**config.mk**
```make
export PLATFORM = sky130hd
export DESIGN_NAME = bgload_timer
export DESIGN_NICKNAME = d
export VERILOG_FILES = /design/src/rtl/tmr_pkg.sv /design/src/rtl/tmr_regs.sv /design/src/rtl/tmr_prescale.sv /design/src/rtl/tmr_core.sv /design/src/rtl/bgload_timer.sv
export SDC_FILE = /design/constraint.sdc
export NUM_CORES = 1
export LEC_CHECK = 0
export ABC_AREA = 1
export BUFFER_PORTS_ARGS = -buffer_cell sky130_fd_sc_hd__clkbuf_2
export CAP_MARGIN = 20
export CORE_ASPECT_RATIO = 1.1
export CORE_MARGIN = 2
export CORE_UTILIZATION = 54
export DETAILED_ROUTE_END_ITERATION = 7
export GPL_ROUTABILITY_DRIVEN = 0
export PLACE_DENSITY = 0.79
export SYNTH_ARGS = -nofsm -noshare
export SYNTH_HDL_FRONTEND = slang
export SYNTH_SLANG_ARGS = --single-unit
```
**constraint.sdc**
```tcl
create_clock -name clk -period 2 [get_ports clk]
set_clock_uncertainty 0.05 [all_clocks]
set_input_delay 0.2 -clock clk [delete_from_list [all_inputs] [get_ports clk]]
set_output_delay 0.2 -clock clk [all_outputs]
set_load 0.01 [all_outputs]
```
**src/rtl/tmr_pkg.sv**
```systemverilog
// Shared types and constants for the timer channel.
// Assumes byte offsets that are aligned to 32-bit words.
package tmr_pkg;

    // Control register layout, MSB first
    typedef struct packed {
        logic       run;
        logic       periodic;
        logic       ie;
        logic       rsvd;
        logic [1:0] pre;
        logic       wide;
        logic       oneshot;
    } tmr_ctrl_t;

    typedef enum logic [1:0] {
        PRE_DIV1   = 2'b00,
        PRE_DIV16  = 2'b01,
        PRE_DIV256 = 2'b10,
        PRE_RSVD   = 2'b11
    } tmr_pre_e;

    localparam logic [7:0] CTRL_RESET = 8'h20;
    localparam logic [7:0] CTRL_WMASK = 8'hEF;

    localparam int OFS_LOAD  = 'h00;
    localparam int OFS_VALUE = 'h04;
    localparam int OFS_CTRL  = 'h08;
    localparam int OFS_CLR   = 'h0C;
    localparam int OFS_RAW   = 'h10;
    localparam int OFS_MSK   = 'h14;
    localparam int OFS_BG    = 'h18;

endpackage

```
**src/rtl/tmr_regs.sv**
```systemverilog
// Register storage for the timer channel: control, reload value and a pending direct load.
// Assumes one write per cycle. A direct load is held pending until the next cycle with tick_en high.
module tmr_regs
    import tmr_pkg::*;
#(
    parameter int DATA_W = 32,
    parameter int ADDR_W = 5
) (
    input  logic              clk,
    input  logic              rst_n,
    input  logic              tick_en,
    input  logic              wr,
    input  logic [ADDR_W-1:0] addr,
    input  logic [DATA_W-1:0] wdata,
    output tmr_ctrl_t         ctrl,
    output logic [DATA_W-1:0] reload_val,
    output logic [DATA_W-1:0] pend_val,
    output logic              load_apply,
    output logic              clr_pulse
);

    logic hit_load;
    logic hit_bg;
    logic hit_ctrl;
    logic hit_clr;
    logic pend_q;

    // Address decode of the writable locations
    always_comb begin
        hit_load = (addr == ADDR_W'(OFS_LOAD));
        hit_bg   = (addr == ADDR_W'(OFS_BG));
        hit_ctrl = (addr == ADDR_W'(OFS_CTRL));
        hit_clr  = (addr == ADDR_W'(OFS_CLR));
    end

    assign load_apply = tick_en & pend_q;
    assign clr_pulse  = wr & hit_clr;

    // Reload value: written by either load path
    always_ff @(posedge clk) begin
        if (!rst_n) begin
            reload_val <= '0;
        end else if (wr && (hit_load || hit_bg)) begin
            reload_val <= wdata;
        end
    end

    // Pending direct load: armed by a write, consumed by the next tick
    always_ff @(posedge clk) begin
        if (!rst_n) begin
            pend_q   <= 1'b0;
            pend_val <= '0;
        end else if (wr && hit_load) begin
            pend_q   <= 1'b1;
            pend_val <= wdata;
        end else if (load_apply) begin
            pend_q   <= 1'b0;
        end
    end

    // Control register with the reserved bit forced to zero
    always_ff @(posedge clk) begin
        if (!rst_n) begin
            ctrl <= tmr_ctrl_t'(CTRL_RESET);
        end else if (wr && hit_ctrl) begin
            ctrl <= tmr_ctrl_t'(wdata[7:0] & CTRL_WMASK);
        end
    end

endmodule

```
**src/rtl/tmr_prescale.sv**
```systemverilog
// Tick prescaler: turns enabled ticks into decrement strobes at a ratio of 1, 16 or 256.
// Assumes PRE_W is even; the middle ratio uses the low half of the counter.
module tmr_prescale
    import tmr_pkg::*;
#(
    parameter int PRE_W = 8
) (
    input  logic       clk,
    input  logic       rst_n,
    input  logic       tick_en,
    input  logic       run,
    input  logic       restart,
    input  logic [1:0] code,
    output logic       fire
);

    localparam int MID_W = PRE_W / 2;

    logic [PRE_W-1:0] pre_q;
    logic             adv;
    logic             at_end;

    assign adv = tick_en & run;

    // Terminal-count select for the programmed ratio
    always_comb begin
        case (tmr_pre_e'(code))
            PRE_DIV16:  at_end = &pre_q[MID_W-1:0];
            PRE_DIV256: at_end = &pre_q;
            default:    at_end = 1'b1;
        endcase
    end

    assign fire = adv & at_end;

    // Prescale counter: cleared by a direct load, advanced by each enabled tick
    always_ff @(posedge clk) begin
        if (!rst_n) begin
            pre_q <= '0;
        end else if (restart) begin
            pre_q <= '0;
        end else if (adv) begin
            pre_q <= pre_q + 1'b1;
        end
    end

endmodule

```
**src/rtl/tmr_core.sv**
```systemverilog
// Count register and raw interrupt flag of the timer channel.
// Assumes load_apply and fire come from the same cycle; load_apply has priority over fire.
module tmr_core #(
    parameter int DATA_W = 32
) (
    input  logic              clk,
    input  logic              rst_n,
    input  logic              load_apply,
    input  logic [DATA_W-1:0] pend_val,
    input  logic              fire,
    input  logic [DATA_W-1:0] reload_val,
    input  logic              wide,
    input  logic              periodic,
    input  logic              oneshot,
    input  logic              clr,
    output logic [DATA_W-1:0] cnt,
    output logic              raw
);

    localparam int HALF_W = DATA_W / 2;

    logic [DATA_W-1:0] dec_val;
    logic [DATA_W-1:0] wrap_val;
    logic [DATA_W-1:0] cnt_d;
    logic              at_zero;
    logic              at_one;
    logic              hit_zero;

    // Width-dependent compare, decrement and wrap values
    always_comb begin
        if (wide) begin
            at_zero  = (cnt == '0);
            at_one   = (cnt == DATA_W'(1));
            dec_val  = cnt - 1'b1;
            wrap_val = '1;
        end else begin
            at_zero  = (cnt[HALF_W-1:0] == '0);
            at_one   = (cnt[HALF_W-1:0] == HALF_W'(1));
            dec_val  = {{(DATA_W-HALF_W){1'b0}}, cnt[HALF_W-1:0] - 1'b1};
            wrap_val = {{(DATA_W-HALF_W){1'b0}}, {HALF_W{1'b1}}};
        end
    end

    // Next count: direct load, then the step at zero, then a plain decrement
    always_comb begin
        cnt_d = cnt;
        if (load_apply) begin
            cnt_d = pend_val;
        end else if (fire) begin
            if (!at_zero) begin
                cnt_d = dec_val;
            end else if (!oneshot) begin
                cnt_d = periodic ? reload_val : wrap_val;
            end
        end
    end

    assign hit_zero = fire & ~load_apply & at_one;

    // Count register
    always_ff @(posedge clk) begin
        if (!rst_n) begin
            cnt <= '1;
        end else begin
            cnt <= cnt_d;
        end
    end

    // Raw interrupt flag: a set wins over a clear in the same cycle
    always_ff @(posedge clk) begin
        if (!rst_n) begin
            raw <= 1'b0;
        end else if (hit_zero) begin
            raw <= 1'b1;
        end else if (clr) begin
            raw <= 1'b0;
        end
    end

endmodule

```
**src/rtl/bgload_timer.sv**
```systemverilog
// Top of the timer channel: register bus decode, read mux and interrupt masking.
// Assumes a single clock; timer ticks are qualified by tick_en. Reads are combinational.
module bgload_timer
    import tmr_pkg::*;
#(
    parameter int DATA_W = 32,
    parameter int ADDR_W = 5,
    parameter int PRE_W  = 8
) (
    input  logic              clk,
    input  logic              rst_n,
    input  logic              tick_en,
    input  logic              reg_wr,
    input  logic [ADDR_W-1:0] reg_addr,
    input  logic [DATA_W-1:0] reg_wdata,
    output logic [DATA_W-1:0] reg_rdata,
    output logic              irq
);

    tmr_ctrl_t         ctrl;
    logic [DATA_W-1:0] reload_val;
    logic [DATA_W-1:0] pend_val;
    logic [DATA_W-1:0] cnt;
    logic              load_apply;
    logic              clr_pulse;
    logic              fire;
    logic              raw;
    logic              masked;
    logic              ctl_ie;
    logic              ctl_run;
    logic              ctl_one;

    assign ctl_ie  = ctrl.ie;
    assign ctl_run = ctrl.run;
    assign ctl_one = ctrl.oneshot;

    tmr_regs #(
        .DATA_W (DATA_W),
        .ADDR_W (ADDR_W)
    ) u_regs (
        .clk        (clk),
        .rst_n      (rst_n),
        .tick_en    (tick_en),
        .wr         (reg_wr),
        .addr       (reg_addr),
        .wdata      (reg_wdata),
        .ctrl       (ctrl),
        .reload_val (reload_val),
        .pend_val   (pend_val),
        .load_apply (load_apply),
        .clr_pulse  (clr_pulse)
    );

    tmr_prescale #(
        .PRE_W (PRE_W)
    ) u_pre (
        .clk     (clk),
        .rst_n   (rst_n),
        .tick_en (tick_en),
        .run     (ctl_run),
        .restart (load_apply),
        .code    (ctrl.pre),
        .fire    (fire)
    );

    tmr_core #(
        .DATA_W (DATA_W)
    ) u_core (
        .clk        (clk),
        .rst_n      (rst_n),
        .load_apply (load_apply),
        .pend_val   (pend_val),
        .fire       (fire),
        .reload_val (reload_val),
        .wide       (ctrl.wide),
        .periodic   (ctrl.periodic),
        .oneshot    (ctl_one),
        .clr        (clr_pulse),
        .cnt        (cnt),
        .raw        (raw)
    );

    assign masked = raw & ctl_ie;
    assign irq    = masked;

    // Read mux over the register offsets
    always_comb begin
        reg_rdata = '0;
        if (reg_addr == ADDR_W'(OFS_LOAD) || reg_addr == ADDR_W'(OFS_BG)) begin
            reg_rdata = reload_val;
        end else if (reg_addr == ADDR_W'(OFS_VALUE)) begin
            reg_rdata = cnt;
        end else if (reg_addr == ADDR_W'(OFS_CTRL)) begin
            reg_rdata = DATA_W'(ctrl);
        end else if (reg_addr == ADDR_W'(OFS_RAW)) begin
            reg_rdata = DATA_W'(raw);
        end else if (reg_addr == ADDR_W'(OFS_MSK)) begin
            reg_rdata = DATA_W'(masked);
        end
    end

endmodule

```
==> metrics.txt, run 1 <==
run status=finished clean; Iteration-0 DRC Markers=709; Max transition margin=60.6%; count of port buffers added during placement=73; clock latency at the later pin of the worst-skew pair=0.42 ns; Worst path max stage delay=0.31 ns; reg2reg end=u_core.cnt[22]$_SDFFE_PN1P_; initial core utilization=55.7%; total number of vias=6969; power density of the placed cells=734 mW/mm2; detail-routed via count per cell=5.54; count of standard-cell rows=41; gate count after technology mapping=1006; Critical Path, Cell by Cell=inv_1 -> ha_2 -> nand2_2 -> nor2_4 -> nand2_4 -> inv_6 -> nand4_2 -> nand2_4 -> buf_12 -> nor2_1 -> nand2_1 -> nand2_1; Diodes inserted=0; count of unresolved DRC violations after routing=0; post-synthesis instance area=0.00640 mm2; area overhead of the layout relative to synthesis=22.0%; warnings from Yosys=0; register-to-register setup slack=0.1 ns; cell type with the highest aggregate area in the netlist=dfxtp_1; CP delay by family, top=simple AND/OR/NAND/NOR gates; number of max-cap violations=0; GRT Util Overall=31.4%; storage element area=0.00226 mm2; die extent in y=118 um; combined area of the multi-input logic cells=0.00343 mm2; slowest cell on the critical path=dfxtp_1; CTS tree=yes; Detail Route Antenna Nets=0; crit path setup slack, layout=0.0977 ns; Initial DRT Pass Iterations=6; Tightest Hold Check Type=input port to flip-flop; measured slew at the worst slew-check pin=0.589 ns; number of buffers created by CTS=17; number of antenna violations at the first check in global routing=0; final core utilization=67.9%; number of distinct library cells after synthesis=37; leakage power figure=0.00356 uW; Die Width=108 um; most common library cell in the layout ignoring fill and taps=nand2_1; data required time at the worst endpoint=2.25 ns; share of the clock period used by the worst path after layout=95.1%; summed area of non-filler cells in the final layout=0.00780 mm2; data arrival time of the worst path=2.15 ns; #FFs+latches synth=113; number of clock sinks=113; cell at the root of the clock tree=clkbuf_16; Setup TNS Final=0 ns; number of slew-limit violations in the final report=0; hold endpoint=u_regs.reload_val[7]$_SDFFE_PN0P_; crit path buf inv count=3; portion of synthesized cell area occupied by the leading cell type=35.4%; buffers from clock root to sink, at most=2; vias in the first global route=6264; area of the placeable core=0.0115 mm2; commonest cells after routing, fill and taps aside=212 x nand2_1, 159 x nor2_1, 117 x inv_1; type of destination of the critical path=flip-flop; wire length after detailed routing=19.5 mm; count of pins on the block boundary=74; peak fanout along the critical path=13; Register-to-Register Path Depth=12; dpl hpwl=13.5 mm; sequential fraction of the synthesis area=35.4%; top area cells in the synthesized netlist=dfxtp_1 35%, nand2_1 12%, nor2_1 9.4%; DP Worst Slack=-0.00377 ns; final hold violation count=0; Area after DPL=0.00703 mm2; clock-pin slew on the worst setup and hold paths=0.05 ns; startpoint kind of the worst setup timing path=flip-flop; global-route wire length before repair=31.5 mm; CTS H-tree lvls=4; Setup Viol. Count Final=0; maximum resistive drop on vdd=697 uV; Congestion Overflow GR=0; DIE AREA=0.0127 mm2; achievable clock frequency=526 MHz; hold path start=reg_wdata[7]; CP Class=flip-flop to flip-flop; startpoint of the lowest-slack register-to-register path=u_core.cnt[0]$_SDFFE_PN1P_; minimum clock period after layout=1.90 ns; nets=1147; cell depth of the worst min-delay path=3; net count after synthesis=1052; Filler cells=999; per-cell routed wire length=15.5 um; largest net degree at the start of global routing=85; share of post-route cells with drive strength above 1=16.0%; mean instance size in the synthesized netlist=6.36 um2; sum of internal, switching and leakage power=5730 uW
[tightest hold or removal path, stage by stage]
cell,delay [ns]
clkbuf_2,0.11
nor2_1,0.05
nor2_1,0.08
[synth_stat cells (all sizes together)]
cell type  count
ha             5
nand4          6
nor3           2
dfxtp        113
o211ai         1
clkbuf        30
o221ai         5
clkinv         1
or2            2
o21ai        128
inv          123
a32oi          1
nand3         50
xnor2          1
buf           19
nand3b         1
nor2         173
a21oi         90
and3           1
o22ai         24
nand2        219
xor2          11
[final cells by class]
cell class                      instances  area share [%]
Inverter                              124            6.03
Clock inverter                          8            1.51
Clock buffer                           18            5.63
Tap cell                              150            2.41
Multi-Input combinational cell        720            43.9
Timing Repair Buffer                  125            11.5
Sequential cell                       113            29.0
[routing by layer]
layer  part of all wire [%]  up-vias  GRT usage (%)  wire length [um]
met5                      0        -              0                 0
met3                     11       68           8.60              2100
met1                     43     3089           44.2              8460
met2                     42      388           45.2              8170
li1                       -     3424              -                 -
met4                    3.9        0           12.5               756
[how the worst max path moves through the flow]
stage               depth (start not counted)                                  to  slack, ns                       start
detailed placement                         11         u_core.cnt[20]$_SDFFE_PN1P_     -0.004  u_core.cnt[0]$_SDFFE_PN1P_
floorplan                                  12         u_core.cnt[16]$_SDFFE_PN1P_       0.31  u_core.cnt[0]$_SDFFE_PN1P_
global route                               11         u_core.cnt[25]$_SDFFE_PN1P_     -0.003  u_core.cnt[7]$_SDFFE_PN1P_
CTS                                        12         u_core.cnt[22]$_SDFFE_PN1P_       0.03  u_core.cnt[1]$_SDFFE_PN1P_
finish                                     12         u_core.cnt[22]$_SDFFE_PN1P_        0.1  u_core.cnt[0]$_SDFFE_PN1P_
global placement                           10  u_regs.reload_val[12]$_SDFFE_PN0P_       0.07                 reg_addr[1]
[registers in the layout, indices dropped and copies added (netlist names)]
signal and flops:
u_core.cnt 32, u_regs.pend_val 32, u_regs.reload_val 32, u_pre.pre_q 8, u_regs.ctrl 7, u_core.raw 1
u_regs.pend_q 1
[what timing repair did]
action | 4_1_cts | 5_1_grt
hold buffers | 16 | 0
endpoints found under the setup margin | 6 | 16
hold endpoints to repair | 16 | 0
gates cloned | 0 | 1
gates resized for setup | 2 | 6
setup buffers | 0 | 1
pin swaps | 0 | 1
[power breakdown]
group          internal, uW  total [uW]  switching (uW)
Sequential             2310        2350            33.0
Clock                  1930        2940            1010
Combinational           163         436             273
Total                  4410        5730            1320
[through the flow]
step | instances | hold slack [ns]
global placement | 1214 | 0.382
global route | 1258 | 0.0474
floorplan | 1006 | 0.276
CTS | 1256 | 0.00235
detailed placement | 1214 | 0.388
finish | 1258 | 0.0147
[kinds of logic (layout without fill, tap and decap cells)]
| logic type | after synthesis | count (layout) | synth area share (%) |
|---|---|---|---|
| and+or+nand+nor | 454 | 454 | 29.4 |
| DFF | 113 | 113 | 35.4 |
| buffers and inverters | 173 | 275 | 11.5 |
| adders and majority gates | 5 | 5 | 0.978 |
| AOI/OAI and AO/OA | 249 | 249 | 21.0 |
| xor gates and xnor gates | 12 | 12 | 1.64 |
No activity file was read; power rests on OpenSTA's default activity.
==> inputs of run 2 (changes only) <==
--- a/config.mk
+++ b/config.mk
@@ -13,7 +13,8 @@
 export CORE_UTILIZATION = 54
 export DETAILED_ROUTE_END_ITERATION = 7
 export GPL_ROUTABILITY_DRIVEN = 0
-export PLACE_DENSITY = 0.79
+export PLACE_DENSITY = 0.78
 export SYNTH_ARGS = -nofsm -noshare
 export SYNTH_HDL_FRONTEND = slang
+export SYNTH_HIERARCHICAL = 1
 export SYNTH_SLANG_ARGS = --single-unit
==> run 2 against run 1 <==
  * Wire length increased by 20%
  * Final area increased by 15%
  * Global-route usage increased by 0.77 points
  * Worst hold slack about the same
  * Fmax decreased by 2.7%
  * Via count increased by 18%
  * Count of clock-buffer cells in the layout increased by 2
  * Cell count increased by 21%
  * Die area increased by 15%
  * Register-to-register slack got worse by 0.05 ns
  * Critical endpoint is now u_core/cnt[26]$_SDFFE_PN1P_
  * Highest routed layer unchanged
==> metrics.txt, run 2 <==
GRT Util Overall=32.1% (+0.77 points); register-to-register setup slack=0.04 ns (-0.05 ns); power density of the placed cells=664 mW/mm2 (-9.5%); Setup Viol. Count Final=0 (unchanged); top area cells in the synthesized netlist=dfxtp_1 31%, nand2_1 21%, nor2_1 8.5%; final hold violation count=0 (unchanged); sequential fraction of the synthesis area=30.6% (-4.8 points); slowest cell on the critical path=dfxtp_2; number of slew-limit violations in the final report=0 (unchanged); Detail Route Antenna Nets=0 (unchanged); reg2reg end=u_core/cnt[26]$_SDFFE_PN1P_; Diodes inserted=0 (unchanged); CP Class=flip-flop to flip-flop; share of total power in sequential cells=38.9% (-2.1 points); proportion of total power due to net switching=23.5% (+0.54 points); async set-reset flop share out of synthesis=0% (unchanged); switching component of the power=1400 uW (+6.4%); Iteration-0 DRC Markers=886 (+25%); dpl hpwl=15.8 mm (+17%); nets=1369 (+19%); CTS tree=yes; largest net degree at the start of global routing=65 (-24%); number of non-filler instances in the completed layout=1520 (+21%); maximum resistive drop on vdd=621 uV (-11%); cell at the root of the clock tree=clkbuf_16; Congestion Overflow GR=0 (unchanged); share of the clock period used by the worst path after layout=97.8% (+2.7 points); Initial DRT Pass Iterations=6 (unchanged); share of post-route cells with drive strength above 1=16.5% (+0.57 points); Die Width=116 um (+7.2%); fraction of synthesized cell area in xor and xnor cells=1.30% (-0.34 points); share of synthesized area spent on multiplexers=0% (unchanged); global-route wire length before repair=37.0 mm (+18%); hold endpoint=u_regs/reload_val[2]$_SDFFE_PN0P_; achievable clock frequency=511 MHz (-2.7%); count of port buffers added during placement=73 (unchanged); most common flop cell mapped by yosys=dfxtp_1; detail-routed via count per cell=5.43 (-2.0%); gate count after technology mapping=1207 (+20%); main combinational cell family by area after synthesis=simple AND/OR/NAND/NOR gates; startpoint of the most critical setup path=u_pre/pre_q[1]$_SDFFE_PP0P_; area overhead of the layout relative to synthesis=21.3%; net count after synthesis=1253 (+19%); Register-to-Register Path Depth=10 (-2); largest registers=u_core/cnt (32), u_regs/pend_val (32), u_regs/reload_val (32); area of the placeable core=0.0133 mm2 (+15%); design internal power=4550 uW (+3.2%); Critical Path, Cell by Cell=ha_2 -> nand2_1 -> nor2_1 -> nand2_2 -> a21oi_2 -> or2_4 -> nand2_8 -> buf_12 -> a21oi_1 -> nand2_1; #FFs+latches synth=113 (unchanged); number of antenna violations at the first check in global routing=0 (unchanged); clock latency at the later pin of the worst-skew pair=0.43 ns (about the same); post-synthesis adder-cell area fraction=0.846% (-0.13 points); startpoint of the lowest-slack register-to-register path=u_pre/pre_q[1]$_SDFFE_PP0P_; CTS H-tree lvls=4 (unchanged); number of clock sinks=113 (unchanged); wire length after detailed routing=23.5 mm (+20%); vias in the first global route=7341 (+17%); cell depth of the worst min-delay path=3 (unchanged); Max transition margin=57.2% (-3.4 points); mean instance size in the synthesized netlist=6.12 um2 (-3.7%); data arrival time of the worst path=2.21 ns (+0.06 ns); cell type with the highest aggregate area in the netlist=dfxtp_1; hold path start=reg_wdata[2]; clock-pin slew on the worst setup and hold paths=0.06 ns (about the same); run status=finished clean; most common library cell in the layout ignoring fill and taps=nand2_1; basic-gate share of the synthesized area counting and, or, nand and nor cells=45.4% (+16 points); total number of vias=8255 (+18%); commonest cells after routing, fill and taps aside=415 x nand2_1, 166 x nor2_1, 111 x dfxtp_1; measured slew at the worst slew-check pin=0.642 ns (+0.0527 ns); count of pins on the block boundary=74 (unchanged); Worst path max stage delay=0.36 ns (+0.05 ns); number of distinct library cells after synthesis=35 (-5.4%); peak fanout along the critical path=16 (+3); die extent in y=127 um (+7.2%); post-synthesis instance area=0.00739 mm2 (+16%); count of standard-cell rows=44 (+7.3%); buffers from clock root to sink, at most=2 (unchanged); warnings from Yosys=6 (+6); startpoint kind of the worst setup timing path=flip-flop; portion of synthesized cell area occupied by the leading cell type=30.6% (-4.8 points); number of buffers created by CTS=17 (unchanged); minimum clock period after layout=1.96 ns (+0.0533 ns); clock power share=54.6% (+3.2 points); leakage power figure=0.00428 uW (+20%); Setup TNS Final=0 ns (unchanged); share of power burned in combinational logic=6.6% (-1.0 points); Tightest Hold Check Type=input port to flip-flop; Synth Area in Compound Gates=9.72% (-11 points); count of unresolved DRC violations after routing=0 (unchanged); data required time at the worst endpoint=2.26 ns (about the same); initial core utilization=55.7% (about the same); number of max-cap violations=0 (unchanged); type of destination of the critical path=flip-flop; cell types with the highest counts after synthesis=416 x nand2_1, 167 x nor2_1, 113 x dfxtp_1; crit-path most repeated cell=nand2_1; number of instances in the placed design=1455 (+20%); DIE AREA=0.0146 mm2 (+15%); per-cell routed wire length=15.4 um (-0.35%); most used standard cell by instance count after synthesis=nand2_1; number of enable-type register cells in the synthesized netlist=0 (unchanged)
run 2: changes by cell type after synthesis, sizes merged, moves of 5 or more:
cell / before / now
a21oi: 90 / 111
buf: 19 / 51
clkbuf: 30 / 16
inv: 123 / 104
nand2: 219 / 429
nand3: 50 / 110
nand4: 6 / 38
nor2: 173 / 185
o211ai: 1 / 9
o21ai: 128 / 10
o221ai: 5 / 0
o22ai: 24 / 0
or2: 2 / 8
run 2: metrics by stage:
step / total power, uW / utilization, % / cell area (um2) / hold WS [ns] / setup WS [ns]
after floorplan: 2550 / - / 7390 / 0.263 / 0.282
after global placement: 2690 / 60.2 / 7980 / 0.395 / 0.126
after detailed placement: 2690 / 60.2 / 7980 / 0.398 / 0.0688
after CTS: 5940 / 67.1 / 8900 / 0.00774 / 0.00645
after global routing: 6110 / 67.6 / 8970 / 0.0121 / -0.00831
final: 5950 / 67.6 / 8970 / 0.0152 / 0.0445
run 2: cell families after synthesis:
family	Yosys count
simple gates	772
buf+inv	171
compound gates	134
flops	113
xor+xnor	11
fa+ha+maj	5
other cells	1
run 2: layer usage:
metal | track usage, % | wire [um]
met2 | 49.1 | 10500
met1 | 45.5 | 9900
met5 | 0 | 0
met4 | 9.64 | 452
met3 | 6.83 | 2660
run 2: worst max-delay path, delay by kind of cell (launching register included):
family,cells,cell delay (ns)
AOI/OAI and AO/OA,2,0.33
adders and majority gates,1,0.20
buffers and inverters,1,0.16
DFF,1,0.36
and+or+nand+nor,6,0.72
run 2: worst max-delay path by stage:
stage / depth (start not counted) / endpoint / slack, ns
detailed placement: 11 / u_core/cnt[18]$_SDFFE_PN1P_ / 0.07
floorplan: 10 / u_core/cnt[3]$_SDFFE_PN1P_ / 0.28
global placement: 11 / u_core/cnt[27]$_SDFFE_PN1P_ / 0.13
global route: 10 / u_core/cnt[26]$_SDFFE_PN1P_ / -0.008
CTS: 10 / u_core/cnt[26]$_SDFFE_PN1P_ / 0.006
finish: 10 / u_core/cnt[26]$_SDFFE_PN1P_ / 0.04
run 2: repair_timing:
action / CTS / global route
resized for setup: 3 / 7
buffers inserted: 0 / 4
hold buffers: 28 / 0
hold endpoints to repair: 40 / 0
endpoints found under the setup margin: 7 / 29
pin swaps: 0 / 4
cloned: 0 / 1
run 2: cell type report:
type                    instances  area, um2
well taps                     184        230
repair buffers                163       1170
fillers                      1144       4300
flip-flops and latches        113       2260
multi-input cells             924       4280
inverters                     104        393
clock inverters                12        181
clock buffers                  20        447
run 2: power groups by stage:
stage          registers [uW]  logic [uW]  clock network [uW]
3_3_place_gp             2360         332                   0
2_1_floorplan            2350         206                   0
4_1_cts                  2310         380                3250
6_report                 2310         391                3250
5_1_grt                  2320         426                3370
3_5_place_dp             2360         334                   0
